`config.mk`:
```
export PLATFORM = sky130hd
export DESIGN_NAME = tlb_inval_all
export DESIGN_NICKNAME = d
export VERILOG_FILES = /design/src/rtl/tlb_inval_walker.sv /design/src/rtl/tlb_inval_all.sv
export SDC_FILE = /design/constraint.sdc
export NUM_CORES = 1
export LEC_CHECK = 0
export ABC_AREA = 0
export BUFFER_PORTS_ARGS = -buffer_cell sky130_fd_sc_hd__clkbuf_2
export CORE_MARGIN = 1
export CORE_UTILIZATION = 43
export DETAILED_ROUTE_END_ITERATION = 7
export GPL_TIMING_DRIVEN = 0
export PLACE_DENSITY = 0.71
export SYNTH_ARGS = -nofsm -noshare
export SYNTH_HDL_FRONTEND = slang
export SYNTH_SLANG_ARGS = --single-unit
```
`constraint.sdc`:
```
create_clock -name clk -period 3.22 [get_ports clk]
set_input_delay 0.161 -clock clk [delete_from_list [all_inputs] [get_ports clk]]
set_output_delay 0.161 -clock clk [all_outputs]
set_load 0.02 [all_outputs]
```
`src/rtl/tlb_inval_walker.sv`:
```
module tlb_inval_walker #(
  parameter int ENTRIES   = 8,
  parameter int VMID_W    = 8,
  parameter int CNT_W     = 16,
  parameter bit IS_STAGE2 = 1'b0
) (
  input  logic                       clk,
  input  logic                       rst_n,
  input  logic                       req_valid,
  output logic                       req_ready,
  input  logic                       req_op,
  input  logic [1:0]                 req_el,
  input  logic                       req_secure,
  input  logic                       req_host,
  output logic                       fwd_valid,
  input  logic                       fwd_ready,
  output logic                       fwd_secure,
  input  logic                       fwd_done,
  input  logic                       fill_en,
  input  logic [$clog2(ENTRIES)-1:0] fill_idx,
  input  logic                       fill_ns,
  input  logic [1:0]                 fill_el,
  input  logic [VMID_W-1:0]          fill_vmid,
  input  logic                       fill_host,
  input  logic [$clog2(ENTRIES)-1:0] probe_idx,
  output logic                       probe_valid,
  output logic [VMID_W-1:0]          probe_vmid,
  output logic                       busy,
  output logic                       done,
  output logic [CNT_W-1:0]           flushed_cnt,
  output logic [CNT_W-1:0]           flush_cnt
);
  localparam int IDX_W = $clog2(ENTRIES);
  localparam logic [IDX_W-1:0] LAST = IDX_W'(ENTRIES - 1);

  typedef enum logic [1:0] {IDLE, WALK, FWD, WAIT} st_t;
  st_t st;

  logic              ent_v    [ENTRIES];
  logic              ent_ns   [ENTRIES];
  logic [1:0]        ent_el   [ENTRIES];
  logic [VMID_W-1:0] ent_vmid [ENTRIES];
  logic              ent_host [ENTRIES];

  logic [IDX_W-1:0] idx;
  logic             r_op, r_sec, r_host;
  logic [1:0]       r_el;

  wire fill_ok  = fill_en && (st == IDLE);
  wire hit      = ent_v[idx] && (ent_ns[idx] == !r_sec) && (ent_el[idx] == r_el)
                  && (r_el != 2'd2 || ent_host[idx] == r_host);
  wire need_fwd = !IS_STAGE2 && (r_op ? (r_el == 2'd2) : (r_el == 2'd1));

  assign req_ready   = (st == IDLE);
  assign busy        = (st != IDLE);
  assign fwd_valid   = (st == FWD);
  assign fwd_secure  = r_sec;
  assign probe_valid = ent_v[probe_idx];
  assign probe_vmid  = ent_vmid[probe_idx];

  always_ff @(posedge clk) begin
    if (fill_ok) begin
      ent_ns[fill_idx]   <= fill_ns;
      ent_el[fill_idx]   <= fill_el;
      ent_vmid[fill_idx] <= fill_vmid;
      ent_host[fill_idx] <= fill_host;
    end
  end

  always_ff @(posedge clk) begin
    if (!rst_n) begin
      st          <= IDLE;
      idx         <= '0;
      r_op        <= 1'b0;
      r_el        <= 2'd0;
      r_sec       <= 1'b0;
      r_host      <= 1'b0;
      done        <= 1'b0;
      flushed_cnt <= '0;
      flush_cnt   <= '0;
      for (int i = 0; i < ENTRIES; i++) ent_v[i] <= 1'b0;
    end else begin
      done <= 1'b0;
      if (fill_ok) ent_v[fill_idx] <= 1'b1;
      case (st)
        IDLE: if (req_valid) begin
          r_op      <= req_op;
          r_el      <= req_el;
          r_sec     <= req_secure;
          r_host    <= req_host;
          idx       <= '0;
          flush_cnt <= flush_cnt + 1'b1;
          st        <= WALK;
        end
        WALK: begin
          if (hit) begin
            ent_v[idx]  <= 1'b0;
            flushed_cnt <= flushed_cnt + 1'b1;
          end
          if (idx == LAST) begin
            if (need_fwd) st <= FWD;
            else begin
              st   <= IDLE;
              done <= 1'b1;
            end
          end else idx <= idx + 1'b1;
        end
        FWD:  if (fwd_ready) st <= WAIT;
        WAIT: if (fwd_done) begin
          st   <= IDLE;
          done <= 1'b1;
        end
        default: st <= IDLE;
      endcase
    end
  end

  AST_REFUSE_BUSY: assert property (@(posedge clk) disable iff (!rst_n)
    busy && req_valid |=> flush_cnt == $past(flush_cnt));
  AST_NO_CLEAR_IDLE: assert property (@(posedge clk) disable iff (!rst_n)
    !busy |=> $stable(flushed_cnt));
  AST_DONE_PULSE: assert property (@(posedge clk) disable iff (!rst_n)
    done |=> !done);
  AST_DONE_IDLE: assert property (@(posedge clk) disable iff (!rst_n)
    done |-> !busy);
  AST_FWD_HOLD: assert property (@(posedge clk) disable iff (!rst_n)
    fwd_valid && !fwd_ready |=> fwd_valid && $stable(fwd_secure));
endmodule

```
`src/rtl/tlb_inval_all.sv`:
```
module tlb_inval_all #(
  parameter int ENTRIES = 8,
  parameter int VMID_W  = 8,
  parameter int CNT_W   = 16
) (
  input  logic                       clk,
  input  logic                       rst_n,
  input  logic                       req_valid,
  output logic                       req_ready,
  input  logic                       req_op,
  input  logic [1:0]                 req_el,
  input  logic                       req_secure,
  input  logic                       req_tge,
  input  logic                       req_e2h,
  output logic                       busy,
  output logic                       done,
  input  logic                       fill_en,
  input  logic                       fill_stage2,
  input  logic [$clog2(ENTRIES)-1:0] fill_idx,
  input  logic                       fill_ns,
  input  logic [1:0]                 fill_el,
  input  logic [VMID_W-1:0]          fill_vmid,
  input  logic                       fill_host,
  input  logic [$clog2(ENTRIES)-1:0] probe_idx,
  output logic                       s1_probe_valid,
  output logic [VMID_W-1:0]          s1_probe_vmid,
  output logic                       s2_probe_valid,
  output logic [VMID_W-1:0]          s2_probe_vmid,
  output logic [CNT_W-1:0]           s1_flushed,
  output logic [CNT_W-1:0]           s1_flushes,
  output logic [CNT_W-1:0]           s2_flushed,
  output logic [CNT_W-1:0]           s2_flushes
);
  logic fwd_valid, fwd_ready, fwd_secure, s2_done;
  logic s2_fwd_valid, s2_fwd_secure, s2_busy;

  tlb_inval_walker #(.ENTRIES(ENTRIES), .VMID_W(VMID_W), .CNT_W(CNT_W), .IS_STAGE2(1'b0)) u_s1 (
    .clk(clk), .rst_n(rst_n),
    .req_valid(req_valid), .req_ready(req_ready), .req_op(req_op), .req_el(req_el),
    .req_secure(req_secure), .req_host(req_tge && req_e2h),
    .fwd_valid(fwd_valid), .fwd_ready(fwd_ready), .fwd_secure(fwd_secure), .fwd_done(s2_done),
    .fill_en(fill_en && !fill_stage2), .fill_idx(fill_idx), .fill_ns(fill_ns), .fill_el(fill_el),
    .fill_vmid(fill_vmid), .fill_host(fill_host),
    .probe_idx(probe_idx), .probe_valid(s1_probe_valid), .probe_vmid(s1_probe_vmid),
    .busy(busy), .done(done), .flushed_cnt(s1_flushed), .flush_cnt(s1_flushes));

  tlb_inval_walker #(.ENTRIES(ENTRIES), .VMID_W(VMID_W), .CNT_W(CNT_W), .IS_STAGE2(1'b1)) u_s2 (
    .clk(clk), .rst_n(rst_n),
    .req_valid(fwd_valid), .req_ready(fwd_ready), .req_op(1'b0), .req_el(2'd1),
    .req_secure(fwd_secure), .req_host(1'b0),
    .fwd_valid(s2_fwd_valid), .fwd_ready(1'b0), .fwd_secure(s2_fwd_secure), .fwd_done(1'b0),
    .fill_en(fill_en && fill_stage2), .fill_idx(fill_idx), .fill_ns(fill_ns), .fill_el(fill_el),
    .fill_vmid(fill_vmid), .fill_host(fill_host),
    .probe_idx(probe_idx), .probe_valid(s2_probe_valid), .probe_vmid(s2_probe_vmid),
    .busy(s2_busy), .done(s2_done), .flushed_cnt(s2_flushed), .flush_cnt(s2_flushes));

  AST_S2_NO_FWD: assert property (@(posedge clk) disable iff (!rst_n)
    !s2_fwd_valid);
  AST_S2_KEEPS_SECURE: assert property (@(posedge clk) disable iff (!rst_n)
    s2_busy |-> s2_fwd_secure == fwd_secure);
  AST_S2_INSIDE_S1: assert property (@(posedge clk) disable iff (!rst_n)
    s2_busy |-> busy);
endmodule

```
After elaboration in Yosys (flattened, before gate mapping) --
Memory sizes are Yosys's and may differ from the RTL's. A register that Yosys moved wholly into a read port is not among the register bits. Cells that the tools add are included.
Word-level totals: memory bits (writable) 200, output and inout port bits 85, register bits after elaboration 83, input bits 29, logic and storage cells 153, memories 9
Operators by class: reduce and logical (&&, ||, !) cells 33, bitwise operators 1, $add $sub $neg 6, muxes and demuxes 64, eq/ne operators 24
Memories:
- u_s1.ent_vmid | depth 8, bits a word 8, rd ports 1, clocked after memory_dff 0, write ports 1, RTL line tlb_inval_walker.sv:42 | logic [VMID_W-1:0] ent_vmid [ENTRIES];
- u_s2.ent_vmid | depth 8, bits a word 8, rd ports 1, clocked after memory_dff 0, write ports 1, RTL line tlb_inval_walker.sv:42
- u_s1.ent_el | depth 8, bits a word 2, rd ports 1, clocked after memory_dff 1, write ports 1, RTL line tlb_inval_walker.sv:41 | logic [1:0] ent_el [ENTRIES];
- u_s2.ent_el | depth 8, bits a word 2, rd ports 1, clocked after memory_dff 1, write ports 1, RTL line tlb_inval_walker.sv:41
- u_s1.ent_host | depth 8, bits a word 1, rd ports 1, clocked after memory_dff 1, write ports 1, RTL line tlb_inval_walker.sv:43 | logic ent_host [ENTRIES];
- u_s1.ent_ns | depth 8, bits a word 1, rd ports 1, clocked after memory_dff 1, write ports 1, RTL line tlb_inval_walker.sv:40 | logic ent_ns [ENTRIES];
- 3 more memories
Operator list (number):
- 3-bit 2-to-1 mux | 22
- 16-bit by 1-bit adder with 16-bit output, second input constant | 4
- 1-bit 2-to-1 mux | 30
- 2-bit 2-to-1 mux | 7
- 3-bit case mux with 2 select lines | 2
- 2-bit == test, second input constant | 5
- 1-bit logical AND | 10
- 2-bit != test, second input constant | 5
- 2-bit AND reduction | 5
- 3-bit AND reduction | 3
- 2-bit by 1-bit != test with 1-bit output, second input constant | 4
- 2-bit case mux with 4 select lines | 1
- 3-bit by 1-bit adder with 3-bit output, second input constant | 2
- 2-bit by 1-bit == test with 1-bit output, second input constant | 3
- 3-bit == test, second input constant | 2
- 2-bit nonzero test | 3
- 2-bit zero test | 2
- 2-bit case mux with 2 select lines | 1
- 4-bit AND reduction | 1
- 1-bit OR reduction | 4
- 1-bit == test | 3
- 1-bit zero test | 3
- 2-bit by 1-bit == test with 1-bit output | 1
- 2-bit == test | 1
- 4 further kinds | 4

Logic depth before layout (Yosys ltp) --
word-level depth 11, gate-level depth with buffers 10, mapped depth without buffers 7

Modules after synthesis --
A second synthesis with hierarchy kept.
Second synthesis, totals: cells, all modules 886, area, all modules 12408.2 um^2
Modules (own cells, without submodules):
- tlb_inval_walker at u_s1 | sequential area each 3963.8 um^2, instances 1, area an instance 6202.2 um^2, cells each 455
- tlb_inval_walker at u_s2 | sequential area each 3943.8 um^2, instances 1, area an instance 6175.9 um^2, cells each 426
- tlb_inval_all | sequential area each 0.0 um^2, instances 1, area an instance 30.0 um^2, cells each 5

Worst setup path after synthesis --
Ideal clock, no wire load.
kind reg-to-reg, start point reg (tool-made name), end point reg u_s1.flushed_cnt[7], slack 633 ps, library setup time 70 ps, data required time 3150 ps, path buffers 3, stages on the path, launching flop included 10, arrival 2517 ps, cell sequence dfxtp_1 > buf_6 > buf_12 > mux2i_1 > mux4_2 > xnor2_1 > or4_4 > buf_6 > or4_1 > a21oi_1
RTL lines:
- end signal: assignment | RTL line tlb_inval_walker.sv:98 | flushed_cnt <= flushed_cnt + 1'b1;
- end: declaration | RTL line tlb_inval_walker.sv:30 | output logic [CNT_W-1:0] flushed_cnt,

==> results.md <==
Outcome:
- The flow ran to the end, and the final reports show no timing, DRC or antenna violations.

Detailed routing:
- The number of vias after detailed routing is 7384.
- The post-route antenna net violation count is 0.
- The total wire length after detailed routing is ~25 mm.
- The count of unresolved DRC violations after routing is 0.
- The routed via count divided by cell count is roughly 5.5.
- The detail-routed net length per standard cell is about 19 um.
- The first routing iteration left 439 violations.
- The number of detailed-routing iterations run before antenna repair is 5.

Cells and area:
- The layout has 2194 filler cells.
- The net count of the finished layout is about 1000.
- The final standard cell area without fillers is 0.01380 mm2.
- The combined flip-flop and latch cell area is 0.007607 mm2.
- Cells fill 51.51% of the core in the end.
- The multi-input combinational cells in the finished layout cover a total of between 0.003 and 0.004 mm2.
- In the layout the commonest cells are sky130_fd_sc_hd__edfxtp_1, sky130_fd_sc_hd__clkbuf_2, sky130_fd_sc_hd__dfxtp_1.
- Leaving out fill and tap cells, the most frequent cell in the layout is sky130_fd_sc_hd__edfxtp_1.
- The area growth from synthesis to layout is 17.96%.
- Cells with a size suffix above 1 make up between 20 and 25% of the layout.

Worst setup path:
- On the critical path, the stage with the largest delay is an instance of sky130_fd_sc_hd__mux4_1.
- The required time reported for the critical path endpoint is 3.64 ns.
- In this design, the largest share of critical-path delay is due to simple AND/OR/NAND/NOR gates.
- The critical path goes through buf_2, mux2i_1, mux4_1, xnor2_1, or4_4, nor2_1, buf_2, nand3_1, o221a_2.
- The sort of element at the start of the critical path is a flop.
- The peak per-stage delay on the critical path is 0.59 ns.
- The cell seen most often among critical-path stages is sky130_fd_sc_hd__buf_2.
- The critical path is of the flop to flop type.
- The worst setup path is captured at a flop.
- The setup check on the worst reg-to-reg path leaves a slack of between 0.3 and 0.4 ns.
- The count of buffering cells on the critical path with inverters included is 2.
- For the worst setup path, the data arrival time is around 3.3 ns.
- The maximum fanout count along the critical path is 10.

Clock network:
- TritonCTS built the clock tree.
- The H-tree depth is 1.
- The clock slew seen by the registers of the worst setup and hold paths is around 0.060 ns.
- In this run the clock root is driven by a sky130_fd_sc_hd__clkbuf_16.
- The deepest clock path buffer count is 3.
- The CTS sink count is between 200 and 300.
- The number of setup buffers added after CTS is 0.
- The clock latency on the worst-skew pair is about 0.54 ns.
- Counting the buffers created by CTS gives 28.

Global route:
- For this run the aggregate overflow at the end of global routing stands at 0.
- The aggregate global-route resource usage is a little under a fifth.
- The number of antenna violations at the first check in global routing is 1.
- The first global-routing pass estimated between 30 and 40 mm of wire.
- The number of global-route vias before repair is 7148.
- The pin count of the biggest net entering global routing is 17.

Pwr:
- The switching fraction of total power is roughly a fifth.
- The worst-case IR drop observed on VDD is between 0.2 and 0.3 mV.
- The internal power of the cells totals between 6000 and 7000 uW.
- The reported leakage power is between 0.004 and 0.005 uW.
- Per report_power, the combinational group accounts for under 10% of the total.
- Dividing total power by cell area gives a power density of 561.6 mW/mm2.
- The power share of the sequential group is between 50 and 60%.
- The clock power share is 43.8%.
- The total net switching power is roughly 1600 uW.

Placed design:
- Once placement finished, the instance area stood at 0.01275 mm2.
- In this run the tool buffered the top-level ports with 110 buffer cells.
- The routability congestion estimate is around 0.77.
- The half-perimeter wire length after detailed placement is 16.69 mm.

Floorplan:
- The cell row count is 60.
- The initial standard-cell utilization of the core is 43.66%.
- The width of the die is about 170 um.
- The die covers approximately 0.028 mm2.
- The die is ~170 um tall.
- The total core area is around 0.027 mm2.
- The count of boundary I/O pins is ~110.

Yosys:
- The async set-or-reset flop fraction in the synthesized netlist is 0%.
- The share of synthesized area occupied by flip-flops and latches is between 60 and 70%.
- The number of enable flip-flop cells after synthesis is 184.
- In this run the cell area of the synthesized design comes to about 0.012 mm2.
- The most used flip-flop cell after synthesis is sky130_fd_sc_hd__edfxtp_1.
- Counting every instance in the synthesized netlist gives roughly 840.
- Yosys printed 0 warnings.
- After synthesis the netlist holds a flip-flop and latch count of 288.
- The number of nets in the synthesized netlist is 875.
- The unique cell type count in the Yosys netlist is between 40 and 50.
- The synthesized area divided by synthesized cell count is roughly 14 um2.

STA:
- Derived from the worst setup path, the maximum achievable clock frequency is 344.0 MHz.
- Clock skew on the completed layout was measured at 0.01532 ns.
- The total count of hold-check failures in the final report was 0.
- The share of the clock period used by the worst path is around nine tenths.
- Measured against its own limit, the worst slew margin works out to under 10%.
- The setup total negative slack is 0 ns.
- The final number of max-transition violations is 0.
- Setup repair after global routing left no endpoint under its margin.
- The shortest clock period the worst path allows after layout is between 2 and 3 ns.
- For the pin with the worst max-slew slack, the measured transition is between 1 and 1.5 ns.
- On the final layout, the worst hold slack is between 0.06 and 0.07 ns.
- The final count of negative-setup-slack endpoints is 0.

Job:
- The tool flagged a number of max-cap violations equal to 0.

Worst hold path:
- The path class of the tightest hold or removal check is primary input to flop.
## cell usage after synthesis (20+ instances only)
cell	number	area share, %
sky130_fd_sc_hd__mux4_2	44	8.5
sky130_fd_sc_hd__dfxtp_1	104	18
sky130_fd_sc_hd__a21oi_1	37	1.6
sky130_fd_sc_hd__clkbuf_1	31	0.99
sky130_fd_sc_hd__mux2i_1	24	2.1
sky130_fd_sc_hd__nand2_1	58	1.9
sky130_fd_sc_hd__xnor2_1	27	2.0
sky130_fd_sc_hd__nor2_1	73	2.3
sky130_fd_sc_hd__inv_1	21	0.67
sky130_fd_sc_hd__edfxtp_1	184	47
sky130_fd_sc_hd__o21ai_0	20	0.86
sky130_fd_sc_hd__nand3_1	20	0.86
## timing repair
| action | in CTS | in global routing |
|---|---|---|
| endpoints found under the setup margin | 0 | 0 |
| resized for setup | 0 | 0 |
| hold buffers | 8 | 0 |
| hold endpoints to repair | 14 | 0 |
## stage by stage
step | power [uW] | instances | setup WS [ns]
after floorplan | 4286 | 838 | 0.6325
after global placement | 4420 | 1289 | -0.1814
after detailed placement | 4433 | 1293 | 0.3450
after CTS | 7791 | 1353 | 0.3062
after global routing | 7966 | 1354 | 0.1476
final | 7752 | 1354 | 0.3130
## power by group through the flow
stage	Sequential, uW	Combinational, uW	Clock [uW]
CTS	3980	379	3430
global placement	4060	357	0
floorplan	4060	224	0
detailed placement	4060	369	0
global route	3990	406	3570
finish	3980	374	3390
## per-layer routing
| metal | GRT usage [%] | part of all wire (%) | vias up | wire (um) |
|---|---|---|---|---|
| met5 | 0 | 0 | - | 0 |
| met4 | 5.878 | 2.0 | 0 | 511 |
| met3 | 2.828 | 5.2 | 43 | 1312 |
| met2 | 31.22 | 51 | 207 | 12930 |
| met1 | 23.60 | 42 | 3681 | 10710 |
| li1 | - | - | 3453 | - |
## worst register-to-register path, stage by stage, from the launching register on
cell and delay, ns:
sky130_fd_sc_hd__dfxtp_1 0.36, sky130_fd_sc_hd__buf_2 0.33, sky130_fd_sc_hd__mux2i_1 0.13, sky130_fd_sc_hd__mux4_1 0.59, sky130_fd_sc_hd__xnor2_1 0.17, sky130_fd_sc_hd__or4_4 0.45, sky130_fd_sc_hd__nor2_1 0.13, sky130_fd_sc_hd__buf_2 0.24
sky130_fd_sc_hd__nand3_1 0.15, sky130_fd_sc_hd__o221a_2 0.27
## final timing paths
path | startpoint | endpoint | cells past startpoint
min | fill_el[1] | u_s2.ent_el[7][1] | 1
max reg2reg | flop | u_s1.ent_v[7] | 9
min reg2reg | u_s2.fwd_secure | u_s2.fwd_secure | 2
max | flop | u_s1.ent_v[7] | 9
## cells by family (layout without fill, tap and decap cells)
family                     after synthesis  after routing  synth area share (%)
DFF                                    288            288                 65.01
and+or+nand+nor                        255            255                 10.68
AOI/OAI and AO/OA                       90             90                 4.843
muxes                                   89             89                 12.93
buffers and inverters                   63            237                 2.320
xor gates and xnor gates                45             45                 3.368
adders and majority gates                8              8                0.8554
other                                    0              1                     0
## area by class of cell
cell class,count,share of cell area [%]
plain buffers,42,1.396
inverters,21,0.5710
diodes,1,0.01813
well taps,341,3.091
clock inverters,21,1.595
multi-input cells,487,27.92
flip-flops and latches,288,55.11
repair buffers,122,4.922
clock buffers,31,5.384
## state kept, by name, indices dropped and copies added (netlist names), 16 cells and up, named ones only
signal and count:
u_s1.ent_vmid 64, u_s2.flush_cnt 16, u_s1.flushed_cnt 16, u_s2.flushed_cnt 16, u_s1.flush_cnt 16, u_s1.ent_el 16
u_s2.ent_el 16, u_s2.ent_vmid 64
Power figures use the tool's default switching activity.
